==> src/rtl/usb_line_monitor.sv <==
module usb_line_monitor #(
  parameter int CLK_MHZ     = 144,
  parameter int RESET_US    = 5000,
  parameter int FS_BIT_CLKS = 12,
  parameter int LS_BIT_CLKS = 96
) (
  input  logic       clk,
  input  logic       rst_n,
  input  logic       dp_rx,
  input  logic       dm_rx,
  input  logic       low_speed,
  input  logic       suspend,
  output logic [1:0] line_state,
  output logic       se1_err,
  output logic       sop,
  output logic       eop,
  output logic       resume,
  output logic       disconnect,
  output logic       connect,
  output logic       bus_reset
);
  localparam int T_DISC = CLK_MHZ * 5 / 2;
  localparam int T_CONN = CLK_MHZ * 2000;
  localparam int T_RST  = CLK_MHZ * RESET_US;
  localparam int T_TOP  = ((T_CONN > T_RST) ? T_CONN : T_RST) + 1;
  localparam int CW     = $clog2(T_TOP + 1);

  localparam logic [CW-1:0] C_DISC = CW'(T_DISC);
  localparam logic [CW-1:0] C_CONN = CW'(T_CONN);
  localparam logic [CW-1:0] C_RST  = CW'(T_RST);
  localparam logic [CW-1:0] C_TOP  = CW'(T_TOP);
  localparam logic [CW-1:0] C_FS   = CW'(FS_BIT_CLKS);
  localparam logic [CW-1:0] C_LS   = CW'(LS_BIT_CLKS);

  localparam logic [1:0] ST_SE0 = 2'b00;
  localparam logic [1:0] ST_J   = 2'b01;
  localparam logic [1:0] ST_K   = 2'b10;
  localparam logic [1:0] ST_SE1 = 2'b11;

  logic [1:0]    cur, state_q;
  logic [CW-1:0] cnt_q;
  logic          arm_q, offline_q, sop_q, resume_q, connect_q;

  always_comb begin
    case ({dp_rx, dm_rx})
      2'b00:   cur = ST_SE0;
      2'b11:   cur = ST_SE1;
      2'b10:   cur = low_speed ? ST_K : ST_J;
      default: cur = low_speed ? ST_J : ST_K;
    endcase
  end

  wire           changed = cur != state_q;
  wire [CW-1:0]  bit_len = low_speed ? C_LS : C_FS;
  wire           conn_ok = offline_q && state_q == ST_J &&
                           cnt_q >= C_DISC && cnt_q <= C_CONN;

  always_ff @(posedge clk) begin
    if (!rst_n) begin
      state_q   <= ST_SE0;
      cnt_q     <= '0;
      arm_q     <= 1'b0;
      offline_q <= 1'b1;
      sop_q     <= 1'b0;
      resume_q  <= 1'b0;
      connect_q <= 1'b0;
    end else begin
      state_q   <= cur;
      sop_q     <= changed && state_q == ST_J && cur == ST_K && !suspend;
      resume_q  <= changed && cur == ST_K && suspend;
      connect_q <= changed && conn_ok;
      if (changed) begin
        cnt_q <= CW'(1);
        arm_q <= state_q == ST_SE0 && cur == ST_J && cnt_q >= bit_len;
      end else if (cnt_q != C_TOP) begin
        cnt_q <= cnt_q + CW'(1);
      end
      if (disconnect)
        offline_q <= 1'b1;
      else if (changed && conn_ok)
        offline_q <= 1'b0;
    end
  end

  assign line_state = state_q;
  assign se1_err    = state_q == ST_SE1;
  assign sop        = sop_q;
  assign resume     = resume_q;
  assign connect    = connect_q;
  assign disconnect = state_q == ST_SE0 && cnt_q == C_DISC;
  assign bus_reset  = state_q == ST_SE0 && cnt_q == C_RST;
  assign eop        = arm_q && state_q == ST_J && cnt_q == bit_len;
endmodule


==> config.mk <==
export PLATFORM = sky130hd
export DESIGN_NAME = usb_line_monitor
export DESIGN_NICKNAME = d
export VERILOG_FILES = /design/src/rtl/usb_line_monitor.sv
export SDC_FILE = /design/constraint.sdc
export NUM_CORES = 1
export LEC_CHECK = 0
export CORE_UTILIZATION = 60
export CTS_CLUSTER_SIZE = 10
export DETAILED_ROUTE_END_ITERATION = 6
export GPL_ROUTABILITY_DRIVEN = 0
export PLACE_DENSITY = 0.83
export SKIP_CTS_REPAIR_TIMING = 1
export SLEW_MARGIN = 10
export SYNTH_ARGS = -nofsm -noshare
export SYNTH_HDL_FRONTEND = slang
export SYNTH_SLANG_ARGS = --single-unit
==> constraint.sdc <==
create_clock -name clk -period 5.25 [get_ports clk]
set_input_delay 0.525 -clock clk [delete_from_list [all_inputs] [get_ports clk]]
set_output_delay 0.525 -clock clk [all_outputs]
set_load 0.03 [all_outputs]
# Word-level counts from Yosys, hierarchy flattened

Index checks and enable logic that the tools add are counted.
W data, S select, Z words.

Flip-flop bits (word level): 27
Input port bits: 6
Output and inout bits: 9

Add/sub/neg operators: 1
Magnitude comparators: 3
Eq/ne operators: 11
Mux-type cells: 6
Bitwise gates (word level): 1
Reductions and logical operators: 21

Operators by type and width:

| operator                | number |
|---|---|
| $add A20 B1 Y20 const B | 1 |
| $eq A20 B20 Y1 const B  | 1 |
| $eq A20 B7 Y1           | 1 |
| $eq A20 B9 Y1 const B   | 1 |
| $ge A20 B7 Y1           | 1 |
| $ge A20 B9 Y1 const B   | 1 |
| $le A20 B19 Y1 const B  | 1 |
| $ne A20 B20 Y1 const B  | 1 |
| $logic_and A1 B1 Y1     | 15 |
| $eq A2 B2 Y1 const B    | 4 |
| $mux W7                 | 1 |
| $pmux W2 S3             | 1 |
| $eq A2 B1 Y1 const B    | 2 |
| $logic_not A2 Y1        | 2 |
| $mux W2                 | 2 |
| $reduce_or A2 Y1        | 2 |
| $mux W1                 | 2 |
| $ne A2 B2 Y1            | 1 |
| $reduce_bool A2 Y1      | 1 |
| $logic_not A1 Y1        | 1 |
| $not A1 Y1              | 1 |

# Longest topological paths before layout

Gate-level depths: netlist (run 1).

Depth in word-level cells: 6
Gate-level depth with buffers: 7
Depth with buffers taken out: 7

# Worst setup path before layout (run 1)

No wires, ideal clock.

Path kind: reg-to-output
From: reg cnt_q[9]
To: out disconnect
Data arrival time: 1.999 ns
Required time: 4.725 ns
Setup slack: 2.726 ns
Cell stages (with the launch flop): 6
Cells stage by stage: dfxtp_1 > buf_2 > nor4_1 > and4b_1 > inv_1 > nor4_1

Word-level cells in the longest chain between the ends: 2

RTL lines:

| element                | RTL line | text |
|---|---|---|
| start, declared        | 41       | `logic [CW-1:0] cnt_q;` |
| start signal, assigned | 76       | `cnt_q <= cnt_q + CW'(1);` |
| $eq A20 B9 Y1          | 90       | `assign disconnect = state_q == ST_SE0 && cnt_q == C_DISC;` |
| $logic_and A1 B1 Y1    | 90       |  |
| end, declared          | 18       | `output logic disconnect,` |

Every way passes these cells.

# Worst setup path in the final report (run 1)

From: in low_speed
To: out eop

Word-level cells in the longest chain between the ends: 3

RTL lines:

| element             | RTL line | text |
|---|---|---|
| start, declared     | 11       | `input logic low_speed,` |
| $mux W7             | 54       | `wire [CW-1:0] bit_len = low_speed ? C_LS : C_FS;` |
| $eq A20 B7 Y1       | 92       | `assign eop = arm_q && state_q == ST_J && cnt_q == bit_len;` |
| $logic_and A1 B1 Y1 | 92       |  |
| end, declared       | 16       | `output logic eop,` |

Every way passes these cells.

==> flow_summary.ini, run 1 <==
[worst_setup_path]
critical_path.endpoint_type = output port
ff2ff_path_depth = 5
worstPathRequired_ns = 4.72
timing.setup.critical_path_class = in2out
critical_path.reg2reg.endpoint = cnt_q[18]
startpoint_type = input port
worstPathMaxFanout = 7
ff2ff_setup_slack_ns = 3.41
r2r_start = line_state[1]
arrival_ns = 2.72

[logic_synthesis]
synth.net_count = 203
fraction_of_synthesized_area_in_multiplexers_pct = 1.267
synth_compound_area_share_pct = 9.897
synth-seq-cells = 27
yosys.cell_types.count = 42
synthArstFlopShare_pct = 0
synth-xor-area-share_pct = 9.976
dominant_combinational_cell_family_by_area_after_synthesis = simple AND/OR/NAND/NOR gates
synth-warning-count = 0
ys.flop_type = dfxtp_1
sequential_cell_area_fraction_in_the_yosys_report_pct = 34.20
synth_largest_type_area_fraction_pct = 34.20
syn_area_per_cell_um2 = 8.317
synthAdderAreaFrac_pct = 5.542
netlist_instances = 190
post_synthesis_share_of_cell_area_spent_on_and_or_nand_and_nor_gates_pct = 34.68
cell_type_with_the_highest_aggregate_area_in_the_netlist = dfxtp_1
synth_area_mm2 = 0.001580
synth-edff-count = 0
ys_top_cells_by_area = dfxtp_1, xor2_1, nor2_1

[place]
place_worst_setup_slack_ns = 2.026
buffer_ports.inserted = 14
placedInstanceArea_mm2 = 0.001718
place.detailed.hpwl_um = 2652

[grt]
number_of_antenna_violations_at_the_first_check_in_global_routing = 0
first_pass_grt_wire_length_um = 5927
grt_start_max_net_pins = 20
grt_pass1_vias = 1327
overflow = 0
grtUsageTotal_pct = 29.08

[die]
initial_utilization_pct = 63.79
design.core.area_mm2 = 0.002477
die_width_um = 53.32
chipHeight_um = 53.32
row_count = 18
die_area_mm2 = 0.002843
io_pins = 15

[clock_network]
cts_inserted_buffers = 3
cts_root_buf = clkbuf_4
clk_pin_slew_ns = 0.15
cts_max_level = 1
clock_sinks = 27
tritoncts_clock_tree = done
clk_latency_worst_skew_pair_ns = 0.34
clk_path_buf_depth = 2

[timing]
timing.slew.headroom_pct = 65.02
worst_hold_slack_ns = 0.4897
finalWorstSetupSlack_ns = 2.005
final.min_clock_period_ns = 3.245
finalCritPeriodShare_pct = 61.81
rsz0062_at_grt = false
finalHoldViolCount = 0
fin_setup_tns_ns = 0
drv_slew = 0
clock_skew_ns = 0.008154
tightestPinTransition_ns = 0.5219
clock.fmax_ghz = 0.3082
setup-violations-final = 0

[worst_hold_path]
worstHoldEndpoint = arm_q
worstHoldStart = arm_q
hold_class = reg2reg
hold-path-cell-count = 2

[flow_run]
drv_cap = 0

[routing]
dr.first_iter.drc_count = 60
drc_errors = 0
drt.antenna.violating_nets = 0
drt-wirelength-per-cell_um = 15.45
drt-pass1-iter-count = 4
finalWirelength_um = 3570
route.vias.total = 1448
routed_via_density = 6.268

[layout]
finalInstanceArea_mm2 = 0.001748
drive_gt1_share_pct = 5.473
post-route-util_pct = 70.56
areaGrowthSynthToFinish_pct = 10.61
nNetsFinal = 215
antenna_cells_inserted = 0

[power]
power.leakage_nw = 0.6520
ir_worst_vdd_mv = 0.1585
total_power_divided_by_cell_area_mw_per_mm2 = 195.7

[run_status]
result_of_the_run = complete, no violations
==> worst max-delay path, cell delays in order <==
cell             delay (ns)
clkdlybuf4s50_1        0.60
inv_1                  0.18
ha_1                   0.34
nand3_1                0.10
nor4_1                 0.26
clkdlybuf4s50_1        0.71
==> how the worst max path moves through the flow <==
stage / startpoint / endpoint / slack (ns) / cells past startpoint
final: low_speed / eop / 2.00 / 6
after global routing: low_speed / eop / 1.89 / 6
after CTS: low_speed / eop / 2.01 / 6
after detailed placement: low_speed / eop / 2.03 / 6
after global placement: low_speed / eop / 2.10 / 6
after floorplan: cnt_q[9] / disconnect / 2.73 / 5
==> power breakdown <==
part / switching [mW] / internal [mW]
Clock: 0.0651 / 0.0293
Combinational: 0.0213 / 0.0154
Sequential: 0.00375 / 0.207
==> flip-flops by register name, indices dropped and copies added, names as in the netlist <==
register	flops
resume	1
connect	1
arm_q	1
line_state	2
sop	1
cnt_q	20
offline_q	1
==> cell usage in the layout (no fill, tap or decap), types with 2 or more instances in the layout <==
master           instances
clkdlybuf4s50_1         14
nand4_1                  7
and3_1                   4
xnor2_1                  5
mux2i_1                  2
nand3_1                 11
ha_1                     7
nor2_1                  28
and4b_1                  2
and2_1                   2
xor2_1                  13
nand4bb_1                2
clkbuf_4                 3
o21ai_0                  7
nor3_1                   4
nand2_1                 15
nand2b_1                 3
a21o_1                   2
and4_1                   3
dfxtp_1                 27
nor4bb_1                 4
a211o_1                  3
inv_1                    8
a21oi_1                  3
nor4_1                   5
==> stage by stage <==
stage	cells	total power, mW
after CTS	231	0.3439
after floorplan	190	0.2384
final	231	0.3421
after global routing	231	0.3562
after global placement	227	0.2493
after detailed placement	227	0.2515
==> cell families (layout without fill, tap and decap cells) <==
family / after synthesis / count (layout)
multiplexers: 2 / 2
AO/OA/AOI/OAI: 23 / 23
flip-flops: 27 / 27
adder cells (fa/ha/maj): 7 / 7
XOR/XNOR: 18 / 18
buffers and inverters: 15 / 26
AND/OR/NAND/NOR: 98 / 98
==> cell usage after synthesis, types with 4 or more instances <==
master / n
nor4_1: 5
nand2_1: 15
dfxtp_1: 27
nand3_1: 11
nor3_1: 4
xnor2_1: 5
ha_1: 7
xor2_1: 13
nor4bb_1: 4
buf_2: 5
o21ai_0: 7
and3_1: 4
inv_1: 8
nand4_1: 7
nor2_1: 28
==> layer usage <==
metal | global-route usage [%] | routed length (um)
met5 | 0 | 0
met4 | 14.91 | 87
met3 | 3.161 | 207
met2 | 46.67 | 1698
met1 | 37.76 | 1576
==> cell type report <==
| type | instances | area, um2 |
|---|---|---|
| Inverter | 8 | 30.03 |
| Timing Repair Buffer | 14 | 140.1 |
| Tap cell | 30 | 37.54 |
| Clock inverter | 1 | 7.507 |
| Multi-Input combinational cell | 148 | 969.7 |
| Clock buffer | 3 | 22.52 |
| Fill cell | 197 | 729.5 |
| Sequential cell | 27 | 540.5 |
(Power assumes the default switching activity.)
==> run 2, diff against run 1 <==
--- a/config.mk
+++ b/config.mk
@@ -5,11 +5,11 @@
 export SDC_FILE = /design/constraint.sdc
 export NUM_CORES = 1
 export LEC_CHECK = 0
-export CORE_UTILIZATION = 60
+export CORE_UTILIZATION = 51
 export CTS_CLUSTER_SIZE = 10
 export DETAILED_ROUTE_END_ITERATION = 6
 export GPL_ROUTABILITY_DRIVEN = 0
-export PLACE_DENSITY = 0.83
+export PLACE_DENSITY = 0.75
 export SKIP_CTS_REPAIR_TIMING = 1
 export SLEW_MARGIN = 10
 export SYNTH_ARGS = -nofsm -noshare
==> constraint.sdc (replaced) <==
create_clock -name clk -period 2.7 [get_ports clk]
set_input_delay 0.27 -clock clk [delete_from_list [all_inputs] [get_ports clk]]
set_output_delay 0.27 -clock clk [all_outputs]
set_load 0.03 [all_outputs]
==> run 2 against run 1 <==
Against the previous run: the flow now finishes with violations (DRC); clock-buffer cell count unchanged; final cell count rose by 1.3%; sequential share of layout area decreased by 0.33 points; worst hold slack lost 0.0041 ns; register-to-register slack got worse by 2.5 ns; core utilization shrank 8.6 points; sequential power up 94%; largest cell class unchanged.
==> flow_summary.ini, run 2 (synthesized netlist as in run 1, its figures left out) <==
[power]
power_switching_share_pct = 25.03
clock_power_share_pct = 26.5
total_power_divided_by_cell_area_mw_per_mm2 = 369.4
power_frac_seq_pct = 62.8
cellInternalPower_mw = 0.4893
power.leakage_nw = 0.7035
ir_worst_vdd_mv = 0.3153
combinationalPowerShare_pct = 10.7
netSwitchingPower_mw = 0.1634

[worst_setup_path]
cpPeakStageDelay_ns = 0.68
critical_path.endpoint_type = output port
crit_chain = or4_4 -> nor2_4 -> nand3_1 -> nor2_1 -> clkdlybuf4s50_1
cp_slowest_cell = clkdlybuf4s50_1
timing.setup.critical_path_class = reg2out
worstPathMaxFanout = 8
critPathBufInv = 1
arrival_ns = 2.28
startpoint_type = register
cpLargestDelayFamily = simple AND/OR/NAND/NOR gates
worstPathRequired_ns = 2.43

[timing]
drv_slew = 0
final.min_clock_period_ns = 2.555
fin_setup_tns_ns = 0
setup-violations-final = 0
finalCritPeriodShare_pct = 94.63
clock.fmax_ghz = 0.3914
finalHoldViolCount = 0
rsz0062_at_grt = false
timing.slew.headroom_pct = 62.86
tightestPinTransition_ns = 0.5540
worst_hold_slack_ns = 0.4855
clock_skew_ns = 0.01317

[clock_network]
tritoncts_clock_tree = done
clk_pin_slew_ns = 0.13
cts_root_buf = clkbuf_4
clk_latency_worst_skew_pair_ns = 0.33
clock_sinks = 27
clk_path_buf_depth = 2
cts_max_level = 1
cts_inserted_buffers = 3

[die]
io_pins = 15
initial_utilization_pct = 55.39
row_count = 19
die_width_um = 57.67
die_area_mm2 = 0.003325
design.core.area_mm2 = 0.002853
chipHeight_um = 57.67

[routing]
drt-pass1-iter-count = 6
finalWirelength_um = 3354
route.met2.wl_um = 1591
drt-wirelength-per-cell_um = 14.33
total_routed_wire_length_on_the_met1_layer_um = 1603
dr_wl_met3_um = 147
routed_via_density = 5.957
dr.first_iter.drc_count = 53
drt.antenna.violating_nets = 0
drc_errors = 1
route.vias.total = 1394
top_layer_used = met4

[layout]
areaGrowthSynthToFinish_pct = 11.80
regArea_um2 = 540.5
multi_input_comb_area_um2 = 969.7
top_register = cnt_q
finalInstanceArea_mm2 = 0.001767
nNetsFinal = 217
layout.cells.most_common = nor2_1
post-route-util_pct = 61.93
drive_gt1_share_pct = 6.404
flip_flop_count_of_the_largest_register_all_copies_and_words_added = 20
layout_common_cells = nor2_1, dfxtp_1, nand2_1
fillerInstances = 259
antenna_cells_inserted = 0

[grt]
first_pass_grt_wire_length_um = 5892
grt_pass1_vias = 1304
number_of_antenna_violations_at_the_first_check_in_global_routing = 0
grtUsageTotal_pct = 22.85
overflow = 0
grt_start_max_net_pins = 20

[place]
placedInstanceArea_mm2 = 0.001734
place.detailed.hpwl_um = 2578
buffer_ports.inserted = 14

[flow_run]
drv_cap = 0

[run_status]
failed_checks = DRC
result_of_the_run = finished, violations left

[worst_hold_path]
hold_class = reg2reg
## run 2: path summary, 6_finish.rpt
path             from         to  slack (ns)  cells after the start
max          cnt_q[3]  bus_reset        0.15                      5
min             arm_q      arm_q        0.49                      2
max reg2reg  cnt_q[3]   cnt_q[0]        0.90                      5
min reg2reg     arm_q      arm_q        0.49                      2
## run 2: layer usage
metal  track usage (%)  up-vias
li1                  -      702
met1             32.07      656
met2             37.04       34
met3             4.464        2
met4             4.422        0
met5                 0        -
## run 2: power by group through the flow
stage / registers [mW] / clock network [mW] / logic [mW]
3_5_place_dp: 0.418 / 0 / 0.0700
3_3_place_gp: 0.418 / 0 / 0.0680
2_1_floorplan: 0.422 / 0 / 0.0416
6_report: 0.410 / 0.173 / 0.0701
4_1_cts: 0.410 / 0.179 / 0.0704
5_1_grt: 0.412 / 0.197 / 0.0788
## run 2: per-stage QoR
step	worst slack (ns)	power, mW	instances
after floorplan	0.4313	0.4635	190
after CTS	-0.1075	0.6592	234
after global routing	0.02479	0.6871	234
after global placement	0.1480	0.4859	230
after detailed placement	0.07220	0.4885	230
final	0.1451	0.6527	234
## run 2: worst reg2reg max path, cell delays in order (launching register included)
cell and delay (ns):
dfxtp_1 0.42, or4_4 0.56, nor2_4 0.11, nand4_1 0.25
xnor2_1 0.21, o21a_1 0.17
## run 2: cell type report
class                      instances  share of cell area [%]
sequential                        27                   30.59
multi-input combinational        148                   54.89
clock inverter                     1                  0.2833
timing repair buffer              16                   9.065
tap                               31                   2.195
inverter                           8                   1.700
clock buffer                       3                   1.275
